### config.mk
export PLATFORM = sky130hd
export DESIGN_NAME = fims_move_seq
export DESIGN_NICKNAME = d
export VERILOG_FILES = /design/src/rtl/fims_pkg.sv /design/src/rtl/fims_decode.sv /design/src/rtl/fims_addr_match.sv /design/src/rtl/fims_frame_add.sv /design/src/rtl/fims_move_seq.sv
export SDC_FILE = /design/constraint.sdc
export NUM_CORES = 1
export LEC_CHECK = 0
export CORE_MARGIN = 10
export CORE_UTILIZATION = 55
export CTS_CLUSTER_DIAMETER = 50
export DETAILED_ROUTE_END_ITERATION = 8
export DONT_BUFFER_PORTS = 1
export HOLD_SLACK_MARGIN = 0.06
export PLACE_DENSITY = 0.77
export SYNTH_ARGS = -nofsm -noshare
export SYNTH_HDL_FRONTEND = slang
export SYNTH_SLANG_ARGS = --single-unit
### constraint.sdc
create_clock -name clk -period 6.5 [get_ports clk]
set_clock_uncertainty 0.2 [all_clocks]
set_input_delay 1.95 -clock clk [delete_from_list [all_inputs] [get_ports clk]]
set_output_delay 1.95 -clock clk [all_outputs]
set_load 0.005 [all_outputs]
### src/rtl/fims_pkg.sv
package fims_pkg;
  localparam int ADDR_W = 14;
  localparam int DATA_W = 8;
  localparam int WORD_W = 16;
  localparam int OFF_W  = 7;

  typedef enum logic [2:0] {
    ST_IDLE,
    ST_W2,
    ST_W3,
    ST_RD,
    ST_WR
  } fims_state_t;

  typedef enum logic [1:0] {
    OP_ABS12,
    OP_IDX,
    OP_ABS14
  } fims_op_t;
endpackage

### src/rtl/fims_decode.sv
module fims_decode
  import fims_pkg::*;
(
  input  logic [WORD_W-1:0] word,
  output logic              is_abs12,
  output logic              is_idx,
  output logic              is_abs14,
  output logic [OFF_W-1:0]  offset
);
  // Opening words: short-absolute and frame-to-frame share the upper byte.
  assign is_abs12 = (word[15:7] == 9'b1110_1011_0);
  assign is_idx   = (word[15:7] == 9'b1110_1011_1);
  assign is_abs14 = (word == 16'h0062);
  assign offset   = word[OFF_W-1:0];
endmodule

### src/rtl/fims_addr_match.sv
module fims_addr_match
  import fims_pkg::*;
#(
  parameter int                      N    = 1,
  parameter logic [N*ADDR_W-1:0]     LIST = '0
) (
  input  logic [ADDR_W-1:0] addr,
  output logic              hit
);
  logic [N-1:0] hits;

  for (genvar g = 0; g < N; g++) begin : g_cmp
    assign hits[g] = (addr == LIST[g*ADDR_W +: ADDR_W]);
  end

  assign hit = |hits;
endmodule

### src/rtl/fims_frame_add.sv
module fims_frame_add
  import fims_pkg::*;
(
  input  logic [ADDR_W-1:0] base,
  input  logic [OFF_W-1:0]  off,
  output logic [ADDR_W-1:0] sum
);
  // Zero-extended offset, result wraps inside the address space.
  assign sum = base + {{(ADDR_W-OFF_W){1'b0}}, off};
endmodule

### src/rtl/fims_move_seq.sv
module fims_move_seq
  import fims_pkg::*;
#(
  parameter int                          N_IND      = 3,
  parameter logic [N_IND*ADDR_W-1:0]     IND_LIST   = {14'h3FEF, 14'h3FE7, 14'h3FDF},
  parameter int                          N_PROT     = 4,
  parameter logic [N_PROT*ADDR_W-1:0]    PROT_LIST  = {14'h3FF9, 14'h3FFD, 14'h3FFE, 14'h3FFF}
) (
  input  logic              clk,
  input  logic              rst_n,
  input  logic [ADDR_W-1:0] frame_ptr,
  input  logic [WORD_W-1:0] word_data,
  input  logic              word_valid,
  output logic              word_ready,
  output logic [ADDR_W-1:0] mem_addr,
  output logic              mem_rd_en,
  input  logic [DATA_W-1:0] mem_rdata,
  output logic              mem_wr_en,
  output logic [DATA_W-1:0] mem_wdata,
  output logic              done,
  output logic              err
);
  localparam int HI_W = ADDR_W - 12;

  fims_state_t       state_q, state_d;
  fims_op_t          op_q, op_d;
  logic [OFF_W-1:0]  soff_q, soff_d;
  logic [ADDR_W-1:0] dfield_q, dfield_d;
  logic              abort_q, abort_d;

  logic              accept, tail_ok;
  logic              dec_abs12, dec_idx, dec_abs14;
  logic [OFF_W-1:0]  dec_off;
  logic [ADDR_W-1:0] src_addr, dst_idx, dst_addr;
  logic              src_ind, dst_ind, dst_prot, suppress;

  fims_decode u_dec (
    .word     (word_data),
    .is_abs12 (dec_abs12),
    .is_idx   (dec_idx),
    .is_abs14 (dec_abs14),
    .offset   (dec_off)
  );

  fims_frame_add u_src_add (
    .base (frame_ptr),
    .off  (soff_q),
    .sum  (src_addr)
  );

  fims_frame_add u_dst_add (
    .base (frame_ptr),
    .off  (dfield_q[OFF_W-1:0]),
    .sum  (dst_idx)
  );

  assign dst_addr = (op_q == OP_IDX) ? dst_idx : dfield_q;

  fims_addr_match #(.N(N_IND), .LIST(IND_LIST)) u_src_ind (
    .addr (src_addr),
    .hit  (src_ind)
  );

  fims_addr_match #(.N(N_IND), .LIST(IND_LIST)) u_dst_ind (
    .addr (dst_addr),
    .hit  (dst_ind)
  );

  fims_addr_match #(.N(N_PROT), .LIST(PROT_LIST)) u_dst_prot (
    .addr (dst_addr),
    .hit  (dst_prot)
  );

  // Stream side
  assign word_ready = (state_q == ST_IDLE) || (state_q == ST_W2) || (state_q == ST_W3);
  assign accept     = word_valid && word_ready;
  assign tail_ok    = (word_data[15:12] == 4'hF);

  // Memory side
  assign suppress  = dst_prot || ((op_q == OP_IDX) && dst_ind);
  assign mem_rd_en = (state_q == ST_RD);
  assign mem_wr_en = (state_q == ST_WR) && !suppress;
  assign mem_addr  = (state_q == ST_WR) ? dst_addr : src_addr;
  assign mem_wdata = src_ind ? '0 : mem_rdata;
  assign done      = (state_q == ST_WR);
  assign err       = ((state_q == ST_WR) && dst_prot) || abort_q;

  always_comb begin
    state_d  = state_q;
    op_d     = op_q;
    soff_d   = soff_q;
    dfield_d = dfield_q;
    abort_d  = 1'b0;
    unique case (state_q)
      ST_IDLE: begin
        if (accept) begin
          if (dec_abs12) begin
            op_d    = OP_ABS12;
            soff_d  = dec_off;
            state_d = ST_W2;
          end else if (dec_idx) begin
            op_d    = OP_IDX;
            soff_d  = dec_off;
            state_d = ST_W2;
          end else if (dec_abs14) begin
            op_d    = OP_ABS14;
            state_d = ST_W2;
          end
        end
      end
      ST_W2: begin
        if (accept) begin
          if (!tail_ok) begin
            abort_d = 1'b1;
            state_d = ST_IDLE;
          end else begin
            unique case (op_q)
              OP_ABS12: begin
                dfield_d = {{HI_W{1'b0}}, word_data[11:0]};
                state_d  = ST_RD;
              end
              OP_IDX: begin
                dfield_d = {{(ADDR_W-OFF_W){1'b0}}, word_data[OFF_W-1:0]};
                state_d  = ST_RD;
              end
              default: begin
                soff_d   = word_data[OFF_W+1:2];
                dfield_d = {word_data[HI_W-1:0], 12'h000};
                state_d  = ST_W3;
              end
            endcase
          end
        end
      end
      ST_W3: begin
        if (accept) begin
          if (!tail_ok) begin
            abort_d = 1'b1;
            state_d = ST_IDLE;
          end else begin
            dfield_d = {dfield_q[ADDR_W-1:12], word_data[11:0]};
            state_d  = ST_RD;
          end
        end
      end
      ST_RD:   state_d = ST_WR;
      ST_WR:   state_d = ST_IDLE;
      default: state_d = ST_IDLE;
    endcase
  end

  always_ff @(posedge clk) begin
    if (!rst_n) begin
      state_q  <= ST_IDLE;
      op_q     <= OP_ABS12;
      soff_q   <= '0;
      dfield_q <= '0;
      abort_q  <= 1'b0;
    end else begin
      state_q  <= state_d;
      op_q     <= op_d;
      soff_q   <= soff_d;
      dfield_q <= dfield_d;
      abort_q  <= abort_d;
    end
  end
endmodule

Word level (Yosys, flattened, before mapping)
Index checks and enable logic that the tools add are counted.
{ "word_totals": {"in_bits": 41, "regBits": 27, "out_inout_bits": 27, "elab_cells": 91} }
{ "classes": {"mux": 30, "n_reduce_logical": 25, "addsub": 2, "eq_ne": 27, "n_bitwise": 1} }
{ "op_table": {"columns": ["op", "count"], "rows": [
  ["== test 14 bit (second input constant)", 10],
  ["two-way mux 14 bit", 4],
  ["case mux 14 bit (2 select lines)", 2],
  ["two-way mux 7 bit", 6],
  ["adder 14 x 7 -> 14 bit", 2],
  ["two-way mux 12 bit", 2],
  ["== test 9 bit (second input constant)", 2],
  ["two-way mux 3 bit", 6],
  ["== test 16 x 7 -> 1 bit (second input constant)", 1],
  ["case mux 7 bit (2 select lines)", 1],
  ["!= test 2 bit (second input constant)", 6],
  ["case mux 3 bit (4 select lines)", 1],
  ["two-way mux 2 bit", 5],
  ["two-way mux 8 bit", 1],
  ["AND reduction 4 bit", 2],
  ["== test 3 x 2 -> 1 bit (second input constant)", 2],
  ["AND reduction 3 bit", 2],
  ["AND reduction 6 bit", 1],
  ["OR reduction 3 bit", 2],
  ["AND reduction 5 bit", 1],
  ["== test 4 bit (second input constant)", 1],
  ["logical AND 1 bit", 4],
  ["logical OR 1 bit", 4],
  ["!= test 4 bit (second input constant)", 1],
  ["13 further kinds", 16]
]} }

Depth between registers and ports, before layout
Gate-level depths: netlist (run 1).
{ "depth": {"depth_word": 8, "mapped_depth": 10} }

Hierarchy
From an unflattened synthesis (run 1), not the netlist that was laid out.
{ "unflattened": {"hier_cells": 336, "hier_area_um2": 2861.5} }
{ "modules_own_cells": {"columns": ["mod", "seq_area_each_um2", "area_each_um2", "instances", "cells_per_inst"], "rows": [
  ["fims_move_seq", 540.5, 1757.9, 1, 187],
  ["fims_frame_add", 0.0, 416.6, 2, 57],
  ["fims_decode", 0.0, 143.9, 1, 18],
  ["fims_addr_match at u_dst_ind ...", 0.0, 46.3, 2, 6],
  ["fims_addr_match at u_dst_prot", 0.0, 33.8, 1, 5]
]} }

Least setup slack after synthesis (run 1)
OpenSTA, ideal clock, no wires.
{ "synth_path": {"path_type": "input-to-output", "start": "in frame_ptr[0]", "end": "out mem_wdata[0]", "n_path_buf": 0, "required_ps": 4350, "path_stages": 9, "arrival_ps": 3956, "path_slack_ps": 394, "path_cell_list": "ha_1 > fa_1 > a21o_1 > a21oi_1 > nor2_1 > o211ai_1 > xor2_1 > nor4_2 > a31oi_1"} }
{ "synth_via": {"elab_chain_cells": 4} }
{ "synth_lines": {"columns": ["element", "line_no", "source"], "rows": [
  ["from (decl)", "fims_move_seq.sv:11", "input logic [ADDR_W-1:0] frame_ptr,"],
  ["adder 14 x 7 -> 14 bit (*)", "fims_frame_add.sv:9", "assign sum = base + {{(ADDR_W-OFF_W){1'b0}}, off};"],
  ["== test 14 bit", "fims_addr_match.sv:13", "assign hits[g] = (addr == LIST[g*ADDR_W +: ADDR_W]);"],
  ["OR reduction 3 bit (*)", "fims_addr_match.sv:16", "assign hit = |hits;"],
  ["two-way mux 8 bit (*)", "fims_move_seq.sv:84", "assign mem_wdata = src_ind ? '0 : mem_rdata;"],
  ["to (decl)", "fims_move_seq.sv:19", "output logic [DATA_W-1:0] mem_wdata,"]
]} }
Every way passes the cells marked *; elsewhere a longest branch is shown, timed or not.

Worst setup path in the final report (run 1)
{ "layout_path": {"start": "in frame_ptr[0]", "end": "out err"} }
{ "layout_via": {"elab_chain_cells": 6} }
{ "layout_lines": {"columns": ["element", "line_no", "source"], "rows": [
  ["adder 14 x 7 -> 14 bit (*)", "fims_frame_add.sv:9", null],
  ["two-way mux 14 bit (*)", "fims_move_seq.sv:57", "assign dst_addr = (op_q == OP_IDX) ? dst_idx : dfield_q;"],
  ["== test 14 bit", "fims_addr_match.sv:13", null],
  ["OR reduction 4 bit (*)", "fims_addr_match.sv:16", null],
  ["logical AND 1 bit (*)", "fims_move_seq.sv:86", "assign err = ((state_q == ST_WR) && dst_prot) || abort_q;"],
  ["logical OR 1 bit (*)", "fims_move_seq.sv:86", null],
  ["to (decl)", "fims_move_seq.sv:21", "output logic err"]
]} }
Marks and branches as above.

==> metrics.md, run 1 <==
| Metric | Value |
|---|---|
| Setup Crit Path Kind | in -> out |
| Run status | completed |
| Via Count | 2663 |
| Commonest cells after routing, fill and taps aside | 49 x nand2_1, 27 x dfxtp_1, 25 x nor2_1 |
| Flip-flop and latch count after synthesis | 27 |
| Routability Congestion | 0.958 |
| Fraction of met3 tracks used by global routing | 4.07% |
| Count of placed standard cells including taps | between 400 and 500 |
| Class of the most critical hold timing path | reg -> reg |
| Relative max-transition margin | about two fifths |
| Final global-route overflow total | 0 |
| Leak Pwr | approximately 0.0011 uW |
| Power per cell area | 108 nW/um^2 |
| Total number of nets in the final design | around 420 |
| Maximum fanout along the worst path | 7 |
| Hold_buf cts | 0 |
| Total track usage | a little under a fifth |
| Filler Cell Count | 468 |
| Fraction of layout cells with a size suffix above 1 | 5.87% |
| Number of H-tree levels | 1 |
| Met1 Usage GRT | 24.7% |
| Antenna diode instance count | 0 |
| CP startpoint kind | primary input |
| Buffers inserted during post-CTS setup optimization | 0 |
| Antenna Nets Post-Route | 0 |
| Mapped Cells | 367 |
| Maximum capacitance violations | 0 |
| Synthesized area | 2700 um^2 |
| Routed wire length | 7420 um |
| Number of synthesized flops with an enable pin | 0 |
| Top cell type by total area after synthesis | dfxtp_1 |
| Number of global-route vias before repair | 2583 |
| Root Buffer Master | clkbuf_8 |
| Synthesized area per cell | approximately 7.4 um^2 |
| DR DRC count | 0 |
| Yosys cell types | 55 |
| Maximum number of pins on one net before global-route repair | 28 |
| RSZ-0062 raised after global routing | false |
| Met2 Usage GRT | 27.2% |
| Number of buffer cells added on primary ports | 0 |
| Part of the cycle the worst path needs | 96.8% |
| Final Hold Vio Count | 0 |
| Sink Count | 27 |
| Iteration count of the initial detailed-routing pass | 4 |
| Boundary Pins | 68 |
| Number of standard cells in the layout, taps in and fillers out | 425 |
| Arr. time, crit path | 4140 ps |
| Total number of yosys warnings | 0 |
| Synthesized net count | 424 |
| Number of DRC markers in iteration 0 | 143 |
| Nature of the critical path endpoint | output pin |
| Maximum clock frequency | approximately 160 MHz |
| Pre-CTS setup slack | 107 ps |
| Bufs on Longest Clock Path | 2 |
| Avg WL per Cell | 17.5 um |
| CTS tree | done |
| Final Slew Violations | 0 |
| Die area | 8110 um^2 |
| Top area cells in the synthesized netlist | dfxtp_1 20%, nand2_1 6.8%, ha_1 6.5%, mux2i_1 4.4%, xnor2_1 3.9% |
| Yosys top cell area share | around a fifth |
| Proportion of register bits with asynchronous set or reset after synthesis | 0% |
| Max VDD drop | ~0.12 mV |
| Post-route minimum period | 6290 ps |
| Number of failing setup endpoints in the final timing report | 0 |
| Cell-by-cell listing of the critical path | ha_1, inv_1, fa_1, nor2b_4, o31a_4, o211ai_2, mux2i_1, or4_1, nor4_2, a21o_1 |
| Placement row count | 25 |
| Portion of the post-synthesis area used by sequential elements | 20.0% |
| Clock buffers created by TritonCTS | 3 |
| Sum of net half-perimeters after detailed placement | 6050 um |
| Horiz. Die Dim | 90.1 um |
| Number of antenna violations at the first check in global routing | 0 |
| Most used flip-flop cell after synthesis | dfxtp_1 |
| Required @ worst endpoint | 4350 ps |
| Cell at the slowest stage of the critical path | or4_1 |
| Leading cell type in the layout, fill and taps excluded | nand2_1 |
| Core box area | between 4000 and 5000 um^2 |
| Total negative slack for setup checks | 0 ps |
| Busiest grt layer | met2 |
| Clock insertion delay at the later pin of the skew report | about 270 ps |
| Starting density of the core | 56.8% |
| Post-DR vias/cell | 6.27 |
| Layout Area Growth over Synthesis | 3.61% |
| First-pass GRT wire length | 12600 um |
| Worst-case setup margin in the final layout | 207 ps |
| Maximum cell stage delay along the critical path | 550 ps |
| Die Y-Extent | 90.1 um |
| Clock slew at reported path FFs | 90 ps |
| Actual slew at the worst max-slew pin | 881 ps |
| Power after layout | a little over 300 uW |
cells in the mapped netlist (all sizes together), types with 6 or more instances:
cell	number
xnor2	12
nor4	6
a31oi	12
o21ai	20
a21boi	12
nand2	50
nand4	6
dfxtp	27
o211ai	9
ha	14
clkbuf	13
inv	21
o211a	9
nand2b	7
nor3	13
nor2	25
nand3	20
a21oi	16
mux2i	12
cell families after synthesis:
family,Yosys count,share of synthesized area [%]
multiplexers,12,4.45
AO/OA/AOI/OAI,98,25.8
XOR/XNOR,16,5.19
AND/OR/NAND/NOR,160,31.2
adder cells (fa/ha/maj),16,7.97
flip-flops,27,20.0
buffers and inverters,38,5.37
layout make-up:
type                       count  area, um^2  share of cell area (%)
multi-input combinational    302        2020                    72.3
sequential                    27         541                    19.3
tap                           67        83.8                    3.00
inverter                      22        82.6                    2.95
clock buffer                   4        45.0                    1.61
timing repair buffer           3        22.5                   0.805
routing by layer:
layer  up-vias  wire (um)
met5         -          0
met1      1217       3440
met3        12        824
li1       1311          -
met4         0        144
met2       123       3010
flip-flops by register name, summed over array words and instances (netlist names):
register  count
state_q       3
dfield_q     14
abort_q       1
soff_q        7
op_q          2
power by group:
| part | switching, uW | leakage (uW) | internal (uW) |
|---|---|---|---|
| Clock | 51.7 | 0.0000228 | 44.0 |
| Combinational | 23.5 | 0.000905 | 17.4 |
| Sequential | 0.128 | 0.000217 | 165 |
timing repair:
action | 4_1_cts | 5_1_grt
gates resized for setup | 0 | 1
hold endpoints to repair | 0 | 0
endpoints found under the setup margin | 0 | 8
through the flow:
step	cell area [um^2]	hold WS (ps)	util, %
global route	2800	296	58.9
CTS	2790	273	58.7
floorplan	2700	241	-
finish	2800	267	58.9
detailed placement	2750	262	57.7
global placement	2750	251	57.7
worst max-delay path, delay by kind of cell:
| family | cells | cell delay [ps] |
|---|---|---|
| and+or+nand+nor | 3 | 930 |
| muxes | 1 | 150 |
| buffers and inverters | 1 | 60 |
| adders and majority gates | 2 | 600 |
| AOI/OAI and AO/OA | 3 | 460 |
path summary, 6_finish.rpt:
kind | from | to | slack, ps | cells after the start
setup / recovery | frame_ptr[0] | err | 210 | 10
hold reg to reg | dfield_q[7] | dfield_q[7] | 270 | 2
hold / removal | dfield_q[7] | dfield_q[7] | 270 | 2
setup reg to reg | state_q[0] | soff_q[0] | 4020 | 6
(Power assumes the default switching activity.)
==> inputs of run 2 (changes only) <==
Settings changed: CORE_ASPECT_RATIO from default to 1.4, SKIP_LAST_GASP from default to 1.
==> run 2 against run 1 <==
  * Worst hold slack about the same
  * Highest routed layer unchanged
  * Wire length rose by 1.5%
  * Critical endpoint unchanged
  * Worst setup slack worse by 74 ps
  * Critical path depth did not move
  * Die area is 0.49% higher
  * Cell count decreased by 0.94%
  * Sequential share of layout area rose by 0.078 points
  * First-iteration DRC count up 57%
  * Clock power decreased by 0.8%
  * Largest cell class unchanged
  * Fmax fell by 1.2%
==> metrics.md, run 2 (synthesized netlist as in run 1, its figures left out) <==
| Metric | Value |
|---|---|
| Run status | completed |
| FF-to-FF Start | state_q[0] |
| Clock slew at reported path FFs | 80 ps |
| Routed wire length | 7530 um |
| Number of failing setup endpoints in the final timing report | 0 |
| Switching power | 74.8 uW |
| Maximum clock frequency | between 150 and 200 MHz |
| Final Slew Violations | 0 |
| Maximum fanout along the worst path | 7 |
| Post-route minimum period | 6370 ps |
| Number of standard cells in the layout, taps in and fillers out | 421 |
| Die Y-Extent | 103 um |
| Number of DRC markers in iteration 0 | between 200 and 250 |
| Iteration count of the initial detailed-routing pass | 5 |
| Max VDD drop | roughly 0.14 mV |
| Antenna Nets Post-Route | 0 |
| Part of the cycle the worst path needs | 98.0% |
| Starting density of the core | a little under three fifths |
| Number of buffer cells added on primary ports | 0 |
| Avg WL per Cell | 17.9 um |
| Core box area | around 4800 um^2 |
| Maximum cell stage delay along the critical path | 540 ps |
| Cell at the slowest stage of the critical path | or4_1 |
| Antenna diode instance count | 0 |
| Post-DR vias/cell | 6.37 |
| Register-to-register setup slack | 4010 ps |
| Terminus of the critical flop-to-flop path | soff_q[1] |
| Leak Pwr | 0.00114 uW |
| Total track usage | 18.2% |
| Number of flip-flops in the largest register | 14 |
| Cell-internal power | 227 uW |
| Maximum capacitance violations | 0 |
| Portion of total power attributed to combinational logic | 13.7% |
| Worst setup endpoint | err |
| Root Buffer Master | clkbuf_8 |
| Clock buffers created by TritonCTS | 3 |
| Count of placed standard cells including taps | between 400 and 500 |
| Total number of nets in the final design | 415 |
| Die area | 8150 um^2 |
| Relative max-transition margin | 24.5% |
| Required @ worst endpoint | between 4000 and 5000 ps |
| Actual slew at the worst max-slew pin | between 1000 and 1500 ps |
| Leading cell type in the layout, fill and taps excluded | nand2_1 |
| Arr. time, crit path | 4220 ps |
| Clock insertion delay at the later pin of the skew report | 280 ps |
| Number of antenna violations at the first check in global routing | 0 |
| Commonest cells after routing, fill and taps aside | 49 x nand2_1, 27 x dfxtp_1, 25 x nor2_1 |
| Power per cell area | 108 nW/um^2 |
| Layout Area Growth over Synthesis | 3.20% |
| Worst setup path startpoint | frame_ptr[0] |
| DR DRC count | 0 |
| Number of H-tree levels | 1 |
| CTS tree | done |
| R2R depth | 6 |
| Number of global-route vias before repair | approximately 2700 |
| Largest register by flop count | dfield_q |
| Hold Path Cell Cnt | 2 |
| Setup Crit Path Kind | in -> out |
| Class of the most critical hold timing path | reg -> reg |
| Total negative slack for setup checks | 0 ps |
| RSZ-0062 raised after global routing | false |
| Sink Count | 27 |
| CP startpoint kind | primary input |
| Via Count | around 2700 |
| Placement row count | 30 |
| Routability Congestion | 0.881 |
| First-pass GRT wire length | approximately 12000 um |
| Boundary Pins | between 60 and 70 |
| Part of the power in the clock network | 31.5% |
| Buffers inserted during post-CTS setup optimization | 0 |
| Part of the power in registers | 54.8% |
| Largest regs | dfield_q: 14 flops, soff_q: 7 flops, state_q: 3 flops |
| Fraction of power spent switching nets | between 20% and 30% |
| Maximum number of pins on one net before global-route repair | 28 |
| Final global-route overflow total | 0 |
| Final Hold Vio Count | 0 |
| Cell-by-cell listing of the critical path | ha_1, inv_1, fa_1, nor2b_4, o31a_4, o211ai_2, mux2i_1, or4_1, nor4_2, a21o_1 |
| Nature of the critical path endpoint | output pin |
| Power after layout | between 300 and 400 uW |
| Sum of net half-perimeters after detailed placement | just over 6000 um |
| Bufs on Longest Clock Path | 2 |
| Fraction of layout cells with a size suffix above 1 | 5.60% |
| Horiz. Die Dim | 79.2 um |
[run 2: cell types whose count changed in the layout (fill, tap and decap cells not counted)]
cell,change
buf_4,-1
[run 2: worst max-delay path, delay by kind of cell]
family,cells,cell delay [ps]
buffers and inverters,1,70
adders and majority gates,2,610
AOI/OAI and AO/OA,3,490
muxes,1,140
and+or+nand+nor,3,970
[run 2: final cells by class]
class,instances,area [um^2]
Clock buffer,4,45.0
Sequential cell,27,541
Tap cell,64,80.1
Inverter,22,82.6
Fill cell,496,2020
Timing Repair Buffer,2,15.0
Multi-Input combinational cell,302,2020
[run 2: power by group through the flow]
stage | clock network, uW | registers (uW) | logic [uW]
after floorplan | 0 | 169 | 34.7
after CTS | 97.2 | 165 | 41.0
after global placement | 0 | 169 | 39.7
final | 94.9 | 165 | 41.3
after detailed placement | 0 | 169 | 40.7
after global routing | 98.5 | 166 | 45.4
[run 2: worst min path at each step]
| stage | startpoint | endpoint | slack [ps] |
|---|---|---|---|
| after detailed placement | dfield_q[10] | dfield_q[10] | 260 |
| final | dfield_q[8] | dfield_q[8] | 270 |
| after global routing | dfield_q[3] | dfield_q[3] | 310 |
| after global placement | dfield_q[8] | dfield_q[8] | 250 |
| after CTS | dfield_q[10] | dfield_q[10] | 270 |
| after floorplan | dfield_q[9] | dfield_q[9] | 240 |
[run 2: stage by stage]
step	cell area, um^2	setup slack [ps]	util, %	hold WS [ps]
after floorplan	2700	394	-	241
after global placement	2730	197	56.9	252
after detailed placement	2730	152	56.9	258
after CTS	2780	150	57.8	270
after global routing	2790	22.0	58.0	312
final	2790	133	58.0	267
[run 2: repair_timing]
action / 4_1_cts / 5_1_grt
gates resized for setup: 0 / 1
endpoints found under the setup margin: 0 / 8
hold buffers: 0 / 0
[run 2: per-layer routing]
metal,vias up,wire [um],global-route usage [%]
li1,1306,-,-
met1,1229,3010,20.5
met2,128,3480,31.3
met3,17,862,5.24
met5,-,0,0
met4,0,182,8.02
